===== src/rtl/arq_pkg.sv =====
// Shared types for the link-layer sequencing controller.
// Assumes a 2-bit sequence-control code carried in every received header.
package arq_pkg;
    typedef enum logic [3:0] {
        ST_UNINIT, ST_IDLE, ST_TX, ST_RX, ST_ACK, ST_RESEND,
        ST_NACK, ST_ERROR, ST_DISCARD, ST_RX_DATA, ST_RX_CTRL
    } arq_state_e;

    typedef enum logic [1:0] {
        FK_DATA = 2'd0, FK_ACK = 2'd1, FK_NACK = 2'd2, FK_RESYNC = 2'd3
    } frame_kind_e;

    localparam logic [1:0] SC_ACK    = 2'd0;
    localparam logic [1:0] SC_NACK   = 2'd1;
    localparam logic [1:0] SC_RESYNC = 2'd2;
    localparam logic [1:0] SC_RFU    = 2'd3;
endpackage


===== src/rtl/arq_seq_track.sv =====
// Transmit and receive sequence counters, wrapping modulo 2**SEQ_W.
// Assumes restart and advance commands never conflict; restart wins.
module arq_seq_track #(
    parameter int SEQ_W = 2
) (
    input  logic             clk,
    input  logic             rst_n,
    input  logic             restart,
    input  logic             adv_tx,
    input  logic             adv_rx,
    output logic [SEQ_W-1:0] tx_seq,
    output logic [SEQ_W-1:0] rx_seq
);
    localparam logic [SEQ_W-1:0] SEQ_TOP = '1;

    // Counter update: reset or restart to all-ones, else advance on command.
    always_ff @(posedge clk) begin
        if (!rst_n || restart) begin
            tx_seq <= SEQ_TOP;
            rx_seq <= SEQ_TOP;
        end else begin
            if (adv_tx) tx_seq <= tx_seq + SEQ_W'(1);
            if (adv_rx) rx_seq <= rx_seq + SEQ_W'(1);
        end
    end
endmodule


===== src/rtl/arq_retry_timer.sv =====
// Retransmit counter and operation-elapsed timer.
// Assumes op_start marks the acceptance of a new operation.
module arq_retry_timer #(
    parameter int RETRY_LIMIT = 3,
    parameter int TIMEOUT_CYC = 100000
) (
    input  logic clk,
    input  logic rst_n,
    input  logic op_start,
    input  logic retry_clr,
    input  logic retry_inc,
    output logic at_limit,
    output logic expired
);
    localparam int RW = $clog2(RETRY_LIMIT + 2);
    localparam int TW = $clog2(TIMEOUT_CYC + 2);
    localparam logic [RW-1:0] LIM = RW'(RETRY_LIMIT);
    localparam logic [TW-1:0] TMO = TW'(TIMEOUT_CYC);

    logic [RW-1:0] retry_cnt;
    logic [TW-1:0] elapsed;

    // Retry count: clear takes priority over increment.
    always_ff @(posedge clk) begin
        if (!rst_n || retry_clr) retry_cnt <= '0;
        else if (retry_inc)      retry_cnt <= retry_cnt + RW'(1);
    end

    // Elapsed cycles since acceptance, saturating at the timeout.
    always_ff @(posedge clk) begin
        if (!rst_n || op_start) elapsed <= '0;
        else if (!expired)      elapsed <= elapsed + TW'(1);
    end

    assign at_limit = (retry_cnt == LIM);
    assign expired  = (elapsed >= TMO);
endmodule


===== src/rtl/arq_seq_ctrl.sv =====
// Stop-and-wait link-layer sequencing controller (top).
// Decides which frame to emit, when to listen and what to report, from
// single-cycle physical events and pre-validated received header fields.
// Assumes one input event per cycle; all outputs are registered pulses.
module arq_seq_ctrl
    import arq_pkg::*;
#(
    parameter int LEN_W       = 16,
    parameter int SEQ_W       = 2,
    parameter int RETRY_LIMIT = 3,
    parameter int TIMEOUT_CYC = 100000
) (
    input  logic             clk,
    input  logic             rst_n,
    input  logic             tx_req,
    input  logic [LEN_W-1:0] tx_len,
    input  logic             rx_req,
    input  logic             ev_done,
    input  logic             ev_err,
    input  logic             ev_fatal,
    input  logic             ev_rcvd,
    input  logic             rx_is_ctrl,
    input  logic             rx_crc_ok,
    input  logic             rx_len_ok,
    input  logic [1:0]       rx_seqctr,
    input  logic [SEQ_W-1:0] rx_frnr,
    input  logic [SEQ_W-1:0] rx_acknr,
    output logic             send_req,
    output logic [1:0]       send_kind,
    output logic [SEQ_W-1:0] send_frnr,
    output logic [SEQ_W-1:0] send_acknr,
    output logic             recv_req,
    output logic             rpt_tx_ok,
    output logic             rpt_rx_ok,
    output logic             rpt_err,
    output logic             req_reject
);
    arq_state_e st, n_st;
    logic pend, n_pend, rx_only, n_rxo, resynced, n_rsy;
    logic c_adv_tx, c_adv_rx, c_restart, c_rclr, c_rinc, c_start;
    logic at_limit, expired;
    logic [SEQ_W-1:0] tx_seq, rx_seq, tx_nx, rx_nx;
    logic n_send, n_recv, n_txok, n_rxok, n_err, n_rej;
    frame_kind_e n_kind;
    logic [SEQ_W-1:0] n_ak, n_fr;
    logic cap_ctrl, cap_good;
    logic [1:0] cap_sc;
    logic [SEQ_W-1:0] cap_fr, cap_ak;
    logic tx_go, rx_go, any_ev;

    arq_seq_track #(.SEQ_W(SEQ_W)) u_seq (
        .clk(clk), .rst_n(rst_n), .restart(c_restart),
        .adv_tx(c_adv_tx), .adv_rx(c_adv_rx),
        .tx_seq(tx_seq), .rx_seq(rx_seq)
    );

    arq_retry_timer #(.RETRY_LIMIT(RETRY_LIMIT), .TIMEOUT_CYC(TIMEOUT_CYC)) u_rt (
        .clk(clk), .rst_n(rst_n), .op_start(c_start),
        .retry_clr(c_rclr), .retry_inc(c_rinc),
        .at_limit(at_limit), .expired(expired)
    );

    assign tx_nx  = tx_seq + SEQ_W'(1);
    assign rx_nx  = rx_seq + SEQ_W'(1);
    assign tx_go  = (st == ST_IDLE) && tx_req && (tx_len != '0);
    assign rx_go  = (st == ST_IDLE) && rx_req && !tx_req;
    assign any_ev = ev_done || ev_err;

    // Next-state, command and output decision for the sequencing FSM.
    always_comb begin
        n_st = st; n_pend = pend; n_rxo = rx_only; n_rsy = resynced;
        c_adv_tx = 1'b0; c_adv_rx = 1'b0; c_restart = 1'b0;
        c_rclr = 1'b0; c_rinc = 1'b0; c_start = 1'b0;
        n_send = 1'b0; n_kind = FK_DATA; n_ak = '0; n_fr = '0;
        n_recv = 1'b0; n_txok = 1'b0; n_rxok = 1'b0; n_err = 1'b0;
        n_rej = (tx_req || rx_req) && !(tx_go || rx_go);
        if (ev_fatal && st != ST_IDLE && st != ST_UNINIT) begin
            n_st = ST_ERROR;
            n_pend = 1'b0;
        end else begin
            unique case (st)
                ST_UNINIT: n_st = ST_IDLE;
                ST_IDLE: begin
                    if (tx_go) begin
                        n_st = ST_TX; c_rclr = 1'b1; c_start = 1'b1; n_rxo = 1'b0;
                        c_adv_tx = 1'b1; n_rsy = 1'b0;
                        n_send = 1'b1; n_kind = FK_DATA; n_fr = tx_nx; n_ak = rx_seq;
                    end else if (rx_go) begin
                        n_st = ST_RX; c_rclr = 1'b1; c_start = 1'b1; n_rxo = 1'b1;
                        n_recv = 1'b1;
                    end
                end
                ST_TX: begin
                    if (ev_err) n_st = ST_RESEND;
                    else if (ev_done) begin
                        n_st = ST_RX; n_recv = 1'b1;
                    end
                end
                ST_RX: begin
                    if (ev_err) n_st = ST_RESEND;
                    else if (ev_rcvd) n_st = rx_is_ctrl ? ST_RX_CTRL : ST_RX_DATA;
                end
                ST_RX_DATA: begin
                    if (!cap_good || cap_sc == SC_RESYNC || cap_sc == SC_RFU) begin
                        n_st = ST_NACK;
                    end else if (cap_fr != rx_nx) begin
                        n_st = ST_DISCARD; n_pend = 1'b1;
                        n_send = 1'b1; n_kind = FK_ACK; n_ak = rx_seq;
                    end else if (cap_ak != tx_seq) begin
                        n_st = ST_DISCARD;
                    end else if (cap_sc == SC_NACK) begin
                        n_st = ST_RESEND;
                    end else begin
                        n_st = ST_ACK; c_adv_rx = 1'b1; c_rclr = 1'b1;
                        n_send = 1'b1; n_kind = FK_ACK; n_ak = rx_nx;
                    end
                end
                ST_RX_CTRL: begin
                    if (rx_only ^ (cap_sc == SC_RESYNC)) n_st = ST_DISCARD;
                    else if (!cap_ctrl)                  n_st = ST_RESEND;
                    else if (!cap_good)                  n_st = ST_DISCARD;
                    else if (cap_sc == SC_RESYNC) begin
                        n_st = ST_DISCARD; c_restart = 1'b1; n_rsy = 1'b1;
                    end else if (cap_fr != '0 || cap_sc == SC_RFU || cap_ak != tx_seq) begin
                        n_st = ST_DISCARD;
                    end else if (cap_sc == SC_NACK) begin
                        n_st = ST_RESEND;
                    end else begin
                        n_st = ST_IDLE; n_txok = 1'b1;
                    end
                end
                ST_DISCARD: begin
                    if (pend) begin
                        if (any_ev) n_pend = 1'b0;
                    end else begin
                        n_st = ST_RX; n_recv = 1'b1;
                    end
                end
                ST_ACK: begin
                    if (ev_err) n_st = ST_RESEND;
                    else if (ev_done) begin
                        n_st = ST_IDLE; n_rxok = 1'b1; n_txok = !rx_only;
                    end
                end
                ST_NACK: begin
                    n_st = ST_TX;
                    n_send = 1'b1; n_kind = FK_NACK; n_ak = rx_nx;
                end
                ST_RESEND: begin
                    if (pend) begin
                        if (any_ev) n_pend = 1'b0;
                    end else if (expired) begin
                        n_st = ST_ERROR;
                    end else if (at_limit) begin
                        c_rclr = 1'b1; c_restart = 1'b1; n_rsy = 1'b1; n_pend = 1'b1;
                        n_send = 1'b1; n_kind = FK_RESYNC;
                    end else begin
                        n_st = ST_TX; c_rinc = 1'b1; c_adv_tx = resynced; n_rsy = 1'b0;
                        n_send = 1'b1; n_kind = FK_DATA; n_ak = rx_seq;
                        n_fr = resynced ? tx_nx : tx_seq;
                    end
                end
                ST_ERROR: begin
                    if (pend) begin
                        if (any_ev || ev_rcvd) begin
                            n_st = ST_IDLE; n_pend = 1'b0; n_err = 1'b1;
                        end
                    end else if (!resynced) begin
                        c_restart = 1'b1; n_rsy = 1'b1; n_pend = 1'b1;
                        n_send = 1'b1; n_kind = FK_RESYNC;
                    end else begin
                        n_st = ST_IDLE; n_err = 1'b1;
                    end
                end
                default: begin
                    n_st = ST_IDLE; n_err = 1'b1;
                end
            endcase
        end
    end

    // State, mode flags and registered output pulses.
    always_ff @(posedge clk) begin
        if (!rst_n) begin
            st <= ST_UNINIT; pend <= 1'b0; rx_only <= 1'b0; resynced <= 1'b0;
            send_req <= 1'b0; send_kind <= FK_DATA; send_frnr <= '0; send_acknr <= '0;
            recv_req <= 1'b0; rpt_tx_ok <= 1'b0; rpt_rx_ok <= 1'b0;
            rpt_err <= 1'b0; req_reject <= 1'b0;
        end else begin
            st <= n_st; pend <= n_pend; rx_only <= n_rxo; resynced <= n_rsy;
            send_req <= n_send; send_kind <= n_kind; send_frnr <= n_fr; send_acknr <= n_ak;
            recv_req <= n_recv; rpt_tx_ok <= n_txok; rpt_rx_ok <= n_rxok;
            rpt_err <= n_err; req_reject <= n_rej;
        end
    end

    // Capture of the received header and check flags while listening.
    always_ff @(posedge clk) begin
        if (!rst_n) begin
            cap_ctrl <= 1'b0; cap_good <= 1'b0; cap_sc <= SC_ACK;
            cap_fr <= '0; cap_ak <= '0;
        end else if (st == ST_RX && ev_rcvd) begin
            cap_ctrl <= rx_crc_ok;
            cap_good <= rx_crc_ok && rx_len_ok;
            cap_sc   <= rx_seqctr;
            cap_fr   <= rx_frnr;
            cap_ak   <= rx_acknr;
        end
    end
endmodule


===== config.mk =====
export PLATFORM = sky130hd
export DESIGN_NAME = arq_seq_ctrl
export DESIGN_NICKNAME = d
export VERILOG_FILES = /design/src/rtl/arq_pkg.sv /design/src/rtl/arq_seq_track.sv /design/src/rtl/arq_retry_timer.sv /design/src/rtl/arq_seq_ctrl.sv
export SDC_FILE = /design/constraint.sdc
export NUM_CORES = 1
export LEC_CHECK = 0
export ABC_AREA = 0
export BUFFER_PORTS_ARGS = -buffer_cell sky130_fd_sc_hd__buf_2
export CAP_MARGIN = 20
export CORE_MARGIN = 1.5
export CORE_UTILIZATION = 25
export CTS_CLUSTER_SIZE = 25
export DETAILED_ROUTE_END_ITERATION = 6
export PLACE_DENSITY = 0.51
export SLEW_MARGIN = 0
export SYNTH_ARGS = -nofsm -noshare
export SYNTH_HDL_FRONTEND = slang
export SYNTH_SLANG_ARGS = --single-unit

===== constraint.sdc =====
create_clock -name clk -period 2.05 [get_ports clk]
set_clock_uncertainty 0.2 [all_clocks]
set_input_delay 0.205 -clock clk [delete_from_list [all_inputs] [get_ports clk]]
set_output_delay 0.205 -clock clk [all_outputs]
set_load 0.02 [all_outputs]

=== Word-level counts from Yosys, hierarchy flattened ===
Cells that the tools add are included.
W data, S select, Z words.

* Input port bits: 33
* Output and inout bits: 12
* Register bits after elaboration: 51

* Add/sub/neg operators: 4
* $lt $le $gt $ge: 1
* Eq/ne operators: 44
* Multiplexer cells: 128
* Bitwise operators: 4
* Reductions and logical operators: 40

{| class="wikitable"
|+ Operators by type and width
! operator !! number
|-
| $mux W4 || 23
|-
| $mux W1 || 71
|-
| $pmux W4 S10 || 1
|-
| $mux W2 || 19
|-
| $ne A3 B3 Y1 const B || 9
|-
| $ne A4 B4 Y1 const B || 6
|-
| $ne A2 B2 Y1 const B || 11
|-
| $reduce_and A9 Y1 || 2
|-
| $add A17 B1 Y17 const B || 1
|-
| $ge A17 B17 Y1 const B || 1
|-
| $eq A4 B3 Y1 const B || 4
|-
| $pmux W2 S4 || 2
|-
| $reduce_bool A16 Y1 || 1
|-
| $eq A4 B4 Y1 const B || 3
|-
| $reduce_bool A4 Y1 || 3
|-
| $logic_or A1 B1 Y1 || 11
|-
| $reduce_and A10 Y1 || 1
|-
| $reduce_or A10 Y1 || 1
|-
| $logic_and A1 B1 Y1 || 9
|-
| $pmux W1 S3 || 3
|-
| $eq A4 B2 Y1 const B || 2
|-
| $pmux W1 S4 || 2
|-
| $mux W3 || 2
|-
| $pmux W1 S2 || 3
|-
| other kinds (19) || 30
|}

=== Longest topological paths before layout ===
* Depth in word-level cells: 10
* Gate-level depth with buffers: 8
* Mapped depth without buffers: 7

=== Modules after synthesis ===
Synthesis repeated with hierarchy kept, for this count alone.

* Cell total of the unflattened synthesis: 394
* Area, all modules: 3201.8 sq um

{| class="wikitable"
|+ By module, submodules not included
! module !! area an instance (sq um) !! sequential area each (sq um) !! cells an instance !! times used
|-
| arq_seq_ctrl || 1895.6 || 540.5 || 248 || 1
|-
| arq_retry_timer || 1152.4 || 400.4 || 131 || 1
|-
| arq_seq_track || 153.9 || 80.1 || 15 || 1
|}

=== Least setup slack after synthesis ===
No wires, ideal clock.

* Kind: in2reg
* From: input port tx_len[9]
* To: register st[1]
* Arrival time: 1833 ps
* Data required time: 1728 ps
* Library setup time: 122 ps
* Stages on the path: 6
* Setup slack: -105 ps
* Buffers on the path: 0
* Cell sequence: or4_4 o41ai_4 and3_4 a2111oi_4 o211a_1 o311a_1

* Cells in the longest elaborated chain, start to end: 5

{| class="wikitable"
|+ RTL lines
! item !! line !! text
|-
| start, declared || arq_seq_ctrl.sv:16 || <nowiki>input logic [LEN_W-1:0] tx_len,</nowiki>
|-
| $reduce_bool A16 Y1 (*) || arq_seq_ctrl.sv:65 || <nowiki>assign tx_go = (st == ST_IDLE) && tx_req && (tx_len != '0);</nowiki>
|-
| $logic_and A1 B1 Y1 (*) || arq_seq_ctrl.sv:65 ||
|-
| $mux W4 || arq_seq_ctrl.sv:84 || <nowiki>if (tx_go) begin</nowiki>
|-
| $pmux W4 S10 || arq_seq_ctrl.sv:81 || <nowiki>unique case (st)</nowiki>
|-
| $mux W3 || arq_seq_ctrl.sv:77 || <nowiki>if (ev_fatal && st != ST_IDLE && st != ST_UNINIT) begin</nowiki>
|-
| end signal, assigned || arq_seq_ctrl.sv:190 || <nowiki>st <= n_st; pend <= n_pend; rx_only <= n_rxo; resynced <= n_rsy;</nowiki>
|-
| end, declared || arq_seq_ctrl.sv:38 || <nowiki>arq_state_e st, n_st;</nowiki>
|}

Mark *: on every way between the ends. The rest lies on a longest branch, timed or not.
A chain may end at the register's enable or synchronous reset.

=== Final worst setup path ===
* From: register u_rt.elapsed[12]
* To: register u_rt.elapsed[15]

* Cells in the longest elaborated chain, start to end: 1

{| class="wikitable"
|+ RTL lines
! item !! line !! text
|-
| start, declared || arq_retry_timer.sv:21 || <nowiki>logic [TW-1:0] elapsed;</nowiki>
|-
| start signal, assigned || arq_retry_timer.sv:32 || <nowiki>else if (!expired) elapsed <= elapsed + TW'(1);</nowiki>
|-
| $add A17 B1 Y17 / $ge A17 B17 Y1 (equally long branches) || arq_retry_timer.sv:32, arq_retry_timer.sv:36 ||
|}

Several ways; a longest one is shown, not always the timed one.

==> run summary <==
================================================================================
Worst supply voltage drop on vdd                                       0.3669 mV
Slew at the pin closest to its max-slew limit                          0.5441 ns
Die Wd                                                                  113.8 um
Cell-internal power                                                     2.500 mW
Number of vias per cell                                                    4.992
Proportion of layout cells with a drive suffix above 1                    0.3988
Final setup vio count                                                         15
Violated checks                                                     negative setup slack
Num ports                                                                     45
Non-Filler Cell Area, Final                                           4511 sq um
Pwr dens                                                            887.4 nW/um^2
Simple-gate portion of the synthesized area                               0.3143
Share of synthesized flip-flops with an asynchronous set or reset              0
Post-Synthesis Mean Instance Area                                    8.120 sq um
Total CTS buffers                                                              5
Leakage                                                                 1.879 nW
Routed Antenna Nets                                                            0
Routability cong.                                                         0.9183
H-tree levels                                                                  2
Vias post-DR                                                                3225
Top Registers                                                       u_rt.elapsed x17, st x4, u_rt.retry_cnt x3
Net count of the mapped netlist                                              415
Leading cell type in the layout, fill and taps excluded                    buf_4
Share of power burned in registers                                         0.307
Number of max-cap violations                                                   0
Global router's overall resource usage                                    0.1425
Fmax                                                                   470.7 MHz
Estimated wirelength of the detail-placed design                         6761 um
Power share of the clock group                                             0.222
Count of input and output buffers                                             44
Number of instances on the worst hold path                                     3
Number of buffers on the longest clock path                                    2
Top library cells by usage in the layout, fill and taps aside       buf_4 (71), dfxtp_1 (45), buf_2 (45)
Total negative slack                                                  -0.4357 ns
Total Wirelength                                                         9221 um
Drt wl/cell                                                             14.27 um
Endpoint required time on the critical path                              2.08 ns
Initial core utilization                                                  0.2555
Capturing element type of the critical path                             register
Setup repair after global routing missed its margin                         true
Pin count of the biggest net entering global routing                          22
Main combinational cell family by area after synthesis              simple AND/OR/NAND/NOR gates
Critical R2R Capture                                                u_rt.elapsed[15]
Fraction of the core area covered by cells at the end of the flow         0.3755
Largest fanout on the critical path                                            6
Syn Std Cell Area                                                     3069 sq um
Ratio of final minimum period to clock period                              1.036
Post-synth EDFFs                                                               0
Depth of the worst register-to-register path                                   8
Worst rel slew slack                                                      0.6343
Portion of the post-synthesis area used by sequential elements            0.3327
Crit path time final                                                    2.125 ns
Setup slack, reg-to-reg                                                 -0.07 ns
Hold Crit Class                                                        in -> reg
TritonCTS sink count                                                          51
Clk Tree Root Cell                                                     clkbuf_16
Dominant synthesized flop cell                                           dfxtp_1
Total of warnings raised by yosys                                              0
Launch point of the worst hold path                                      ev_done
First-pass GRT wire length                                              14630 um
Critical register-to-register path startpoint                       u_rt.elapsed[12]
Post-synthesis register bit count                                             51
Post-route DRC violation count                                                 0
Register containing the most flip-flops in the final layout         u_rt.elapsed
Number of different library cells in the post-synthesis netlist               59
Crit path arrival time                                                   2.16 ns
Classification of the worst setup path                                reg -> reg
Post-route total power                                                  4.003 mW
Slew Limit Fails                                                               0
Worst setup path startpoint                                         u_rt.elapsed[12]
Proportion of synthesized area in mux cells                              0.03628
Status                                                              complete, but fails checks
Adder-cell area share of the yosys netlist                               0.01631
Number of hold violations in the final report                                  0
First drt pass iteration count                                                 5
Skew-Pair Late Insertion Delay                                           0.30 ns
Switching share of power                                                  0.3755
NumNets Final                                                                535
Mapped Cells                                                                 378
Height of the die                                                       113.8 um
Via count of the first global-routing pass                                  3149
Max reg flops                                                                 17
Area Growth Syn to Fin                                                    46.96%
Number of placement rows                                                      40
Fin worst setup slack                                                -0.07470 ns
Terminating pin of the worst hold path                                 rpt_rx_ok
Detailed router's first-iteration violation count                            211
Share of the synthesized area in compound gates (AO/OA/AOI/OAI)           0.2063
Layout Cells excl Fill                                                       646
Initial antenna violation count                                                0
# diodes                                                                       0
Clock slew at reported path FFs                                          0.07 ns
Total congestion overflow after global routing                                 0
Critical path startpoint category                                       register
Relative contribution of combinational cells to total power                0.471
Area of the core region                                              12010 sq um
Post-synthesis xor/xnor area fraction                                    0.05422
Placed Instances                                                             618
TritonCTS clock tree                                                         yes
Placed instance area                                                  3931 sq um
Die Outline Area                                                     12950 sq um
Switching power total                                                   1.503 mW
================================================================================
==> power groups by stage <==
stage	logic (mW)	registers (mW)	clock network [mW]
6_report	1.89	1.23	0.890
5_1_grt	2.06	1.25	0.956
4_1_cts	1.77	1.22	0.918
3_5_place_dp	1.69	1.22	0
3_3_place_gp	1.70	1.23	0
2_1_floorplan	1.01	1.20	0
==> critical path, stage by stage (launching register included) <==
cell	delay [ns]
dfxtp_4	0.36
nor4_4	0.33
o21ai_4	0.15
buf_6	0.16
a21oi_2	0.10
nand4_1	0.13
buf_6	0.17
or3_4	0.36
a21oi_2	0.12
==> worst max-delay path by stage <==
stage | to | slack, ns | cells after the start
finish | u_rt.elapsed[15] | -0.07 | 8
global route | st[3] | -0.18 | 8
CTS | u_rt.retry_cnt[1] | -0.08 | 8
detailed placement | st[2] | -0.37 | 8
global placement | st[2] | -0.32 | 8
floorplan | st[1] | -0.1 | 6
==> layer usage <==
| metal | global-route usage | vias up | wire length (um) |
|---|---|---|---|
| li1 | - | 1602 | - |
| met1 | 0.1739 | 1509 | 4121 |
| met2 | 0.2474 | 97 | 4452 |
| met3 | 0.02550 | 17 | 449 |
| met4 | 0.05833 | 0 | 199 |
| met5 | 0 | - | 0 |
==> metrics by stage <==
stage	hold slack (ns)	setup WS, ns
global placement	0.2308	-0.3225
finish	0.01897	-0.07470
CTS	0.01483	-0.08057
floorplan	0.1208	-0.09701
global route	0.03687	-0.1821
detailed placement	0.2322	-0.3652
==> kinds of logic after synthesis <==
logic type	count (synthesis)
DFF	51
xor gates and xnor gates	19
adders and majority gates	4
muxes	11
AOI/OAI and AO/OA	88
and+or+nand+nor	174
buffers and inverters	31
==> Yosys cell counts, types with 2 or more instances <==
library cell  number  area share
or4_4              2      0.0073
nor4b_1            2      0.0057
or3_1              8       0.016
a211oi_1           5       0.012
inv_1             11       0.013
and2_1             5       0.010
nand3_1           15       0.024
o21ai_0           22       0.036
clkbuf_1          13       0.016
a31o_2             2      0.0057
and3_1             7       0.014
dfxtp_1           51        0.33
or4_1              5       0.012
mux2i_1           10       0.033
a31oi_1            4      0.0082
a21o_1             2      0.0049
nor3_1            10       0.016
o21ai_1            2      0.0033
o31ai_1            5       0.012
buf_2              5      0.0082
xnor2_1            9       0.026
buf_1              2      0.0024
nand4_1            8       0.016
nand2b_1           7       0.014
nor4_1             3      0.0061
nand2_1           34       0.042
nor3b_1            2      0.0049
a2111oi_2          2      0.0098
nor2_1            35       0.043
ha_1               4       0.016
xor2_1            10       0.029
a2111oi_4          2       0.018
o22ai_1            3      0.0061
o211a_1            2      0.0065
and4_1             2      0.0057
nor2b_1           18       0.037
a21oi_1           26       0.042
or2_2              2      0.0041
==> timing repair <==
action / in CTS / in global routing
hold buffers: 9 / 0
endpoints found under the setup margin: 36 / 36
pin swaps: 25 / 20
buffers inserted: 4 / 6
hold endpoints to repair: 8 / 0
gates cloned: 1 / 0
gates resized for setup: 35 / 33
==> cell type report <==
cell class                      count  area, sq um
Fill cell                        1252         7501
Multi-Input combinational cell    296         2145
Sequential cell                    51         1039
Timing Repair Buffer              133        947.2
Tap cell                          147        183.9
Clock buffer                        6        138.9
Inverter                           11        41.29
Clock inverter                      2        16.27
Note: power is estimated with default switching activity, not from simulation.
